$ cat config.mk
export PLATFORM = sky130hd
export DESIGN_NAME = mc_core
export DESIGN_NICKNAME = d
export VERILOG_FILES = /design/src/rtl/mc_pkg.sv /design/src/rtl/mc_sequencer.sv /design/src/rtl/mc_regfile.sv /design/src/rtl/mc_alu.sv /design/src/rtl/mc_core.sv
export SDC_FILE = /design/constraint.sdc
export NUM_CORES = 1
export LEC_CHECK = 0
export CORE_MARGIN = 3
export CORE_UTILIZATION = 60
export DETAILED_ROUTE_END_ITERATION = 7
export PLACE_DENSITY = 0.77
export SETUP_SLACK_MARGIN = 0.3
export SYNTH_ARGS = -nofsm -noshare
export SYNTH_HDL_FRONTEND = slang
export SYNTH_HIERARCHICAL = 1
export SYNTH_SLANG_ARGS = --single-unit
$ cat constraint.sdc
create_clock -name clk -period 3.3 [get_ports clk]
set_input_delay 0.825 -clock clk [delete_from_list [all_inputs] [get_ports clk]]
set_output_delay 0.825 -clock clk [all_outputs]
set_load 0.01 [all_outputs]
$ cat src/rtl/mc_pkg.sv
`timescale 1ns/1ps
package mc_pkg;
  localparam int OPW = 6;
  localparam int FLDW = 5;
  localparam int INSTW = OPW + 3 * FLDW;

  typedef enum logic [2:0] {
    PH_IF  = 3'd0,
    PH_ID  = 3'd1,
    PH_EX  = 3'd2,
    PH_MEM = 3'd3,
    PH_WB  = 3'd4
  } phase_e;

  localparam logic [OPW-1:0] OP_ADD   = 6'b000111;
  localparam logic [OPW-1:0] OP_MOVI  = 6'b000001;
  localparam logic [OPW-1:0] OP_STORE = 6'b111001;

  typedef struct packed {
    logic [OPW-1:0]  op;
    logic [FLDW-1:0] fa;
    logic [FLDW-1:0] fb;
    logic [FLDW-1:0] fc;
  } instr_t;
endpackage

$ cat src/rtl/mc_sequencer.sv
`timescale 1ns/1ps
module mc_sequencer
  import mc_pkg::*;
(
  input  logic   clk,
  input  logic   rst_n,
  output phase_e phase,
  output logic   retire
);
  phase_e phase_d;

  always_comb begin
    unique case (phase)
      PH_IF:   phase_d = PH_ID;
      PH_ID:   phase_d = PH_EX;
      PH_EX:   phase_d = PH_MEM;
      PH_MEM:  phase_d = PH_WB;
      default: phase_d = PH_IF;
    endcase
  end

  always_ff @(posedge clk or negedge rst_n) begin
    if (!rst_n) phase <= PH_IF;
    else        phase <= phase_d;
  end

  assign retire = (phase == PH_WB);

  p_phase_step_r2: assert property (@(posedge clk) disable iff (!rst_n)
    (phase != PH_WB) |=> (3'(phase) == 3'($past(phase)) + 3'd1));
  p_retire_to_fetch_r2: assert property (@(posedge clk) disable iff (!rst_n)
    retire |=> (phase == PH_IF));
endmodule

$ cat src/rtl/mc_regfile.sv
`timescale 1ns/1ps
module mc_regfile #(
  parameter int DW   = 16,
  parameter int NREG = 32,
  localparam int AW  = $clog2(NREG)
) (
  input  logic          clk,
  input  logic          rst_n,
  input  logic [AW-1:0] ra_addr,
  output logic [DW-1:0] ra_data,
  input  logic [AW-1:0] rb_addr,
  output logic [DW-1:0] rb_data,
  input  logic          wr_en,
  input  logic [AW-1:0] wr_addr,
  input  logic [DW-1:0] wr_data
);
  logic [DW-1:0] regs [NREG];

  assign regs[0] = '0;

  for (genvar g = 1; g < NREG; g++) begin : g_reg
    logic          hit;
    logic [DW-1:0] q;
    assign hit = wr_en && (wr_addr == AW'(g));
    always_ff @(posedge clk or negedge rst_n) begin
      if (!rst_n)   q <= '0;
      else if (hit) q <= wr_data;
    end
    assign regs[g] = q;
  end

  assign ra_data = regs[ra_addr];
  assign rb_data = regs[rb_addr];
endmodule

$ cat src/rtl/mc_alu.sv
`timescale 1ns/1ps
module mc_alu
  import mc_pkg::*;
#(
  parameter int DW = 16
) (
  input  instr_t        instr,
  input  logic [DW-1:0] opa,
  input  logic [DW-1:0] opb,
  output logic [DW-1:0] result
);
  localparam int IMMW = 2 * FLDW;

  logic [DW-1:0] imm_ext;
  logic [DW-1:0] off_ext;

  assign imm_ext = {{(DW-IMMW){1'b0}}, instr.fb, instr.fc};
  assign off_ext = {{(DW-FLDW){1'b0}}, instr.fc};

  always_comb begin
    unique case (instr.op)
      OP_ADD:   result = opa + opb;
      OP_MOVI:  result = imm_ext;
      OP_STORE: result = opa + off_ext;
      default:  result = '0;
    endcase
  end
endmodule

$ cat src/rtl/mc_core.sv
`timescale 1ns/1ps
module mc_core
  import mc_pkg::*;
#(
  parameter int DW   = 16,
  parameter int PCW  = 8,
  parameter int NREG = 32
) (
  input  logic             clk,
  input  logic             rst_n,
  output logic             imem_rd,
  output logic [PCW-1:0]   imem_addr,
  input  logic [INSTW-1:0] imem_rdata,
  output logic             dmem_we,
  output logic [DW-1:0]    dmem_addr,
  output logic [DW-1:0]    dmem_wdata,
  output logic [2:0]       phase_o,
  output logic             retire
);
  localparam int RAW = $clog2(NREG);

  phase_e        phase;
  logic [PCW-1:0] pc_q, pc_d;
  instr_t        instr_q, instr_d, dec;
  logic [DW-1:0] a_q, a_d, b_q, b_d, res_q, res_d;
  logic [DW-1:0] ra_data, rb_data, alu_y;
  logic [RAW-1:0] rb_sel;
  logic          rf_we;
  logic          pc_en, dec_en, ex_en;

  mc_sequencer u_seq (
    .clk    (clk),
    .rst_n  (rst_n),
    .phase  (phase),
    .retire (retire)
  );

  // operand read during decode, straight from the fetched word
  assign dec    = instr_t'(imem_rdata);
  assign rb_sel = (dec.op == OP_STORE) ? RAW'(dec.fa) : RAW'(dec.fc);

  mc_regfile #(.DW(DW), .NREG(NREG)) u_rf (
    .clk     (clk),
    .rst_n   (rst_n),
    .ra_addr (RAW'(dec.fb)),
    .ra_data (ra_data),
    .rb_addr (rb_sel),
    .rb_data (rb_data),
    .wr_en   (rf_we),
    .wr_addr (RAW'(instr_q.fa)),
    .wr_data (res_q)
  );

  mc_alu #(.DW(DW)) u_alu (
    .instr  (instr_q),
    .opa    (a_q),
    .opb    (b_q),
    .result (alu_y)
  );

  assign pc_en  = (phase == PH_IF);
  assign dec_en = (phase == PH_ID);
  assign ex_en  = (phase == PH_EX);

  always_comb begin
    pc_d    = pc_q + PCW'(1);
    instr_d = dec;
    a_d     = ra_data;
    b_d     = rb_data;
    res_d   = alu_y;
  end

  always_ff @(posedge clk or negedge rst_n) begin
    if (!rst_n) begin
      pc_q    <= '0;
      instr_q <= '0;
      a_q     <= '0;
      b_q     <= '0;
      res_q   <= '0;
    end else begin
      if (pc_en)  pc_q    <= pc_d;
      if (dec_en) instr_q <= instr_d;
      if (dec_en) a_q     <= a_d;
      if (dec_en) b_q     <= b_d;
      if (ex_en)  res_q   <= res_d;
    end
  end

  assign rf_we      = (phase == PH_WB) &&
                      ((instr_q.op == OP_ADD) || (instr_q.op == OP_MOVI));
  assign imem_rd    = (phase == PH_IF);
  assign imem_addr  = pc_q;
  assign dmem_we    = (phase == PH_MEM) && (instr_q.op == OP_STORE);
  assign dmem_addr  = res_q;
  assign dmem_wdata = b_q;
  assign phase_o    = 3'(phase);

  p_pc_step_r3: assert property (@(posedge clk) disable iff (!rst_n)
    imem_rd |=> (imem_addr == $past(imem_addr) + PCW'(1)));
  p_pc_hold_r3: assert property (@(posedge clk) disable iff (!rst_n)
    !imem_rd |=> $stable(imem_addr));
  p_we_pulse_r6: assert property (@(posedge clk) disable iff (!rst_n)
    dmem_we |=> !dmem_we);
  p_we_before_retire_r10: assert property (@(posedge clk) disable iff (!rst_n)
    dmem_we |=> retire);
  p_store_data_stable_r6: assert property (@(posedge clk) disable iff (!rst_n)
    dmem_we |-> $stable(dmem_wdata));
endmodule

==> results of run 1 <==
-- registers in the layout (all words and copies together), names as in the netlist --
| name | flops |
|---|---|
| u_rf/g.q | 496 |
| instr_q | 21 |
| a_q | 16 |
| dmem_addr | 16 |
| dmem_wdata | 16 |
| imem_addr | 8 |
| u_seq/phase | 3 |
-- worst paths after layout --
check,start,slack (ns),end
max in group asynchronous,rst_n,2.08,dmem_addr[9]
worst min register to register,imem_addr[7],0.50,imem_addr[7]
worst max register to register,instr_q[17],0.23,dmem_addr[8]
worst max-delay path,imem_rdata[17],0.18,dmem_wdata[13]
min in group clk,imem_addr[7],0.50,imem_addr[7]
worst min-delay path,rst_n,0.25,imem_addr[4]
-- cells by family after synthesis --
family | Yosys count | share of synthesized area
AND/OR/NAND/NOR | 184 | 0.0363
adder cells (fa/ha/maj) | 19 | 0.00781
buffers and inverters | 220 | 0.0351
XOR/XNOR | 17 | 0.00474
flip-flops | 576 | 0.459
multiplexers | 897 | 0.388
AO/OA/AOI/OAI | 284 | 0.0687
-- area by class of cell --
class / instances / area share
Tap cell: 680 / 0.0233
Clock inverter: 22 / 0.00947
Clock buffer: 88 / 0.0483
Multi-Input combinational cell: 1404 / 0.446
Sequential cell: 576 / 0.394
Inverter: 9 / 0.000923
Timing Repair Buffer: 272 / 0.0783
-- what timing repair did --
| item | 4_1_cts | 5_1_grt |
|---|---|---|
| resized for setup | 83 | 32 |
| pin swaps | 19 | 25 |
| gates cloned | 7 | 3 |
| buffers inserted | 12 | 5 |
| setup endpoints to repair | 25 | 27 |
-- routing by layer --
layer / vias to the layer above / GRT usage / share of wire
met2: 1130 / 0.532 / 0.48
met1: 11300 / 0.445 / 0.39
met5: - / 0 / 0
met3: 274 / 0.0835 / 0.095
li1: 8713 / - / -
met4: 0 / 0.139 / 0.040
-- worst register-to-register path, cell delays in order (launching register included) --
cell	delay (ns)
dfrtp_1	0.38
and4bb_2	0.37
nand3_4	0.12
buf_6	0.17
mux2_2	0.30
ha_1	0.32
a21oi_1	0.08
buf_4	0.16
a211oi_2	0.31
nor2_1	0.10
xor2_1	0.18
o21ai_2	0.09
buf_4	0.14
mux2_2	0.25
-- power by group through the flow --
stage / clock, mW / sequential [mW] / combinational [mW]
detailed placement: 0 / 7.26 / 1.09
global route: 7.63 / 7.14 / 1.26
CTS: 7.30 / 7.14 / 1.15
finish: 7.26 / 7.14 / 1.20
global placement: 0 / 7.26 / 1.07
floorplan: 0 / 7.25 / 0.551
-- metrics by stage --
step / std cells / setup TNS [ns] / hold WS, ns / total power, mW
global route: 3051 / 0 / 0.302 / 16.0
detailed placement: 2914 / -13.90 / 0.474 / 8.35
global placement: 2914 / -13.54 / 0.464 / 8.33
CTS: 3043 / 0 / 0.274 / 15.6
finish: 3051 / 0 / 0.254 / 15.6
floorplan: 2197 / 0 / 0.470 / 7.80
-- placed cells by master, fill, tap and decap left out, drive strengths merged, types with 31 or more instances in the layout --
master	synthesis	final
mux4	192	192
nor2	31	31
o221a	32	32
a31oi	33	33
o21ai	52	52
mux2	640	643
and2	44	44
buf	106	209
nand2	42	42
dfrtp	576	576
a22o	65	65
a22oi	33	33
o31ai	33	33
clkbuf	105	91
mux2i	65	65
clkdlybuf4s50	0	57
==> reports/results.txt, run 1 <==
Top cells by count, synth: 616 x mux2_2, 576 x dfrtp_1, 192 x mux4_2
CP Cell Sequence: buf_6 -> nand4b_1 -> nor3b_4 -> buf_12 -> mux2_8 -> buf_12 -> mux4_2 -> a22o_1 -> o21ai_1 -> o31ai_2 -> mux2_4
IO Port Bufs: 68
RSZ-0062 raised after global routing: yes
Syn Std Cell Area: 31400 um2
Worst-path maximum fanout: 20
Sequential share of power: 0.458
Dominant cell type by area after synthesis: dfrtp_1
Core area: 51500 um2
FF/Latch Area: 14400 um2
CP bufs+invs: 3
Leakage: 16.8 nW
# DRC: 0
Fill count: 3331
Avg Cell Area, Syn: 14.3 um2
ANT cells: 0
Routed WL per cell: 30.7 um
Most used DFF post-synth: dfrtp_1
Worst-skew pair later-pin latency: 0.64 ns
Yosys top cell area share: 0.459
Die area: 55100 um2
Hold Fails Final Rpt: 0
Highest Clock Rate: 320 MHz
Most common cell in the netlist: mux2_2
Fin area: 36600 um2
First-pass detailed-route iteration total: 5
Area occupied by multi-input gates: 16300 um2
Worst path slowest cell: mux2_8
First-pass GRT wire length: 141 mm
Kind of critical path: primary input to register
IO Pins: 69
WL final: 93.7 mm
Final critical-path share of the clock period: 0.946
Clock power share: 0.466
Htree depth: 2
Worst-path clk slew: 0.06 ns
Total of max-cap violations: 0
Internal power: 12.0 mW
Layout cells sized above 1: 0.526
Switching Fraction: 0.233
Arrival time at the worst endpoint: 3.63 ns
Area post-placement: 33700 um2
Final Skew: 0.0195 ns
Final Setup Violations: 0
Layout Utilization: 0.710
Synth area leaders: dfrtp_1 46%, mux2_2 22%, mux4_2 14%, mux2i_1 2.1%, a22o_1 1.8%
DR iter-0 viols: 2025
Setup WS pre-CTS: -1.22 ns
Switching pwr: 3.64 mW
Largest net degree at the start of global routing: 89
Tightest Pin Transition: 0.879 ns
Cell mode on critical path: buf_12
Mapped Nets: 2239
Slew margin rel.: 0.414
Slowest stage delay, CP: 0.45 ns
Synth cell types: 66
Total GRT Usage: 0.335
Worst setup EP type: register
Worst path depth: 11
FF-to-FF path depth: 13
Cts hold-fix bufs: 0
Antenna-violating nets left: 0
Crit path required time: 3.81 ns
Layout area overhead: 16.5%
Final worst slack: 0.180 ns
Starting Density: 0.609
Global placement routability congestion: 0.894
Row cnt: 83
Post-synthesis async set-or-reset flop share: 1.00
Min-delay worst type: primary input to asynchronous set/reset pin
Max-slew violations: 0
Pwr dens: 426 nW/um2
Root Buffer Master: clkbuf_16
Peak VDD IR: 0.000456 V
Syn Inst Count: 2197
Clk buf depth: 3
Via count: 21400
DIE HEIGHT: 235 um
Top delay family on crit path: multiplexers
CTS tree: yes
Sinks on Clock Net: 576
Number of global-route vias before repair: 22400
Vias per std cell: 7.00
Status: finished clean
Post-DP HPWL: 58.2 mm
Comb pwr share: 0.077
Initial antenna violation count: 0
TritonCTS buffer count: 59
Fin crit period: 3.12 ns
Sequential element share of the synthesized area: 0.459
Post-synthesis register bit count: 576
Gr ovfl total: 0
Critical path startpoint category: primary input
DIE WIDTH: 235 um
Final nets: 2364
Synth warn: 6
Number of synthesized flops with an enable pin: 0
No activity file was read; power rests on OpenSTA's default activity.
==> run 2: changes to the inputs <==
Settings changed: SKIP_CTS_REPAIR_TIMING set to 1, SLEW_MARGIN set to 10.
==> run 2 against run 1 <==
Sequential cell count unchanged. Clock skew is 0.0016 ns lower. Sequential power about the same. Critical path depth up 1. First-iteration DRC count is 4.5% higher. Combinational power is essentially flat. Die area unchanged. Cell count increased by 0.23%. Largest power group unchanged.
==> reports/results.txt, run 2 (synthesized netlist as in run 1, its figures left out) <==
Tightest Pin Transition: 0.880 ns (+0.000749 ns)
RSZ-0062 raised after global routing: yes
Pwr dens: 425 nW/um2 (-0.25%)
Internal power: 12.0 mW (+0.12%)
Max reg flops: 496 (unchanged)
FF-to-FF path depth: 12 (-1)
IO Port Bufs: 68 (unchanged)
Fin area: 36700 um2 (+0.37%)
Setup WS pre-CTS: -1.22 ns (unchanged)
Largest net degree at the start of global routing: 89 (unchanged)
Final worst slack: 0.168 ns (-0.0119 ns)
Reg with most FFs: u_rf/g.q
Switching Fraction: 0.233 (about the same)
Root Buffer Master: clkbuf_16
Fin crit period: 3.13 ns (+0.0119 ns)
CP bufs+invs: 2 (-1)
Final nets: 2371 (+0.30%)
Grt met1 use: 0.440 (-0.00541)
Met2 usage: 0.523 (-0.00886)
# DRC: 0 (unchanged)
WL final: 94.5 mm (+0.92%)
Die area: 55100 um2 (unchanged)
Most common library cell in the layout ignoring fill and taps: mux2_2
Vias per std cell: 7.01 (about the same)
Routed WL per cell: 30.9 um (+0.68%)
Slew margin rel.: 0.413 (-0.000499)
Final critical-path share of the clock period: 0.949 (+0.00361)
Worst setup EP type: register
Worst path slowest cell: dfrtp_1
CTS tree: yes
Pwr Total: 15.6 mW (+0.12%)
Cell mode on critical path: buf_4
Htree depth: 2 (unchanged)
Most Crowded Layer GR: met2
Sinks on Clock Net: 576 (unchanged)
Layout Cells excl Fill: 3058 (+0.23%)
TritonCTS buffer count: 59 (unchanged)
Hold slack: 0.221 ns (-0.0322 ns)
Setup total negative slack: 0 ns (unchanged)
Row cnt: 83 (unchanged)
FF-to-FF End: dmem_addr[8]
Number of global-route vias before repair: 22100 (-1.4%)
Area post-placement: 33700 um2 (unchanged)
Antenna-violating nets left: 0 (unchanged)
ANT cells: 0 (unchanged)
Total of max-cap violations: 0 (unchanged)
Clk buf depth: 3 (unchanged)
Arrival time at the worst endpoint: 3.64 ns (about the same)
Switching pwr: 3.65 mW (+0.12%)
Layout cells sized above 1: 0.524 (-0.00239)
Crit path required time: 3.81 ns (about the same)
Gr ovfl total: 0 (unchanged)
Kind of critical path: register to register
Total GRT Usage: 0.327 (-0.00763)
Max-slew violations: 0 (unchanged)
DIE WIDTH: 235 um (unchanged)
CP Cell Sequence: and4bb_2 -> nand3_4 -> buf_4 -> mux2_2 -> ha_1 -> nand3b_1 -> a211oi_2 -> nor2_1 -> xor2_1 -> o21ai_1 -> buf_4 -> mux2_4
Layout Utilization: 0.713 (+0.00262)
Largest regs: u_rf/g.q: 496 flops, instr_q: 21 flops
First-pass GRT wire length: 138 mm (-2.1%)
Initial antenna violation count: 0 (unchanged)
Worst-path clk slew: 0.06 ns (about the same)
Sequential share of power: 0.457 (about the same)
Global placement routability congestion: 0.894 (unchanged)
Final Setup Violations: 0 (unchanged)
Placed Cells: 2914 (unchanged)
Starting Density: 0.609 (unchanged)
Worst-path maximum fanout: 12 (-40%)
Worst r2r src: instr_q[17]
Core area: 51500 um2 (unchanged)
Met3 global-route usage: 0.0736 (-0.00986)
DIE HEIGHT: 235 um (unchanged)
Critical path startpoint category: register
Worst-skew pair later-pin latency: 0.63 ns (about the same)
DR iter-0 viols: 2117 (+4.5%)
Final Skew: 0.0179 ns (-0.00159 ns)
Post-DP HPWL: 58.2 mm (unchanged)
Slowest stage delay, CP: 0.38 ns (-0.07 ns)
Clock power share: 0.465 (about the same)
Highest Clock Rate: 319 MHz (-0.38%)
IO Pins: 69 (unchanged)
Peak VDD IR: 0.000457 V (+0.20%)
Via count: 21400 (+0.27%)
Top delay family on crit path: simple AND/OR/NAND/NOR gates
Most frequent cells in the layout: 604 x mux2_2, 573 x dfrtp_1, 192 x mux4_2, 154 x buf_4, 70 x clkbuf_16
Leakage: 16.9 nW (+0.95%)
Status: finished clean
Reg2reg setup slack: 0.17 ns (-0.06 ns)
Comb pwr share: 0.078 (about the same)
Min-delay worst type: primary input to asynchronous set/reset pin
First-pass detailed-route iteration total: 5 (unchanged)
Layout area overhead: 17.0%
Hold Fails Final Rpt: 0 (unchanged)
run 2: power groups by stage:
stage	Clock, mW	Combinational, mW	Sequential [mW]
final	7.26	1.22	7.14
after global routing	7.62	1.28	7.14
after CTS	7.30	1.10	7.13
after detailed placement	0	1.09	7.26
after global placement	0	1.07	7.26
after floorplan	0	0.551	7.25
run 2: routing by layer:
| layer | up-vias | part of all wire |
|---|---|---|
| met5 | - | 0 |
| met4 | 0 | 0.041 |
| met3 | 289 | 0.10 |
| met2 | 1165 | 0.47 |
| met1 | 11200 | 0.38 |
| li1 | 8730 | - |
run 2: how the worst max path moves through the flow:
stage	from	end	slack [ns]	depth (start not counted)
floorplan	imem_rdata[17]	dmem_wdata[10]	0.06	11
global placement	imem_rdata[17]	dmem_wdata[3]	-1.23	10
detailed placement	imem_rdata[17]	dmem_wdata[3]	-1.22	10
CTS	imem_rdata[17]	dmem_wdata[3]	-0.60	10
global route	instr_q[17]	dmem_addr[8]	0.11	13
finish	instr_q[17]	dmem_addr[8]	0.17	12
run 2: layout make-up:
type                       instances  area [um2]
clock buffer                      88        1770
clock inverter                    22         347
fill                            3293       14800
inverter                           9        33.8
multi-input combinational       1405       16300
sequential                       576       14400
tap                              680         851
timing repair buffer             278        3000
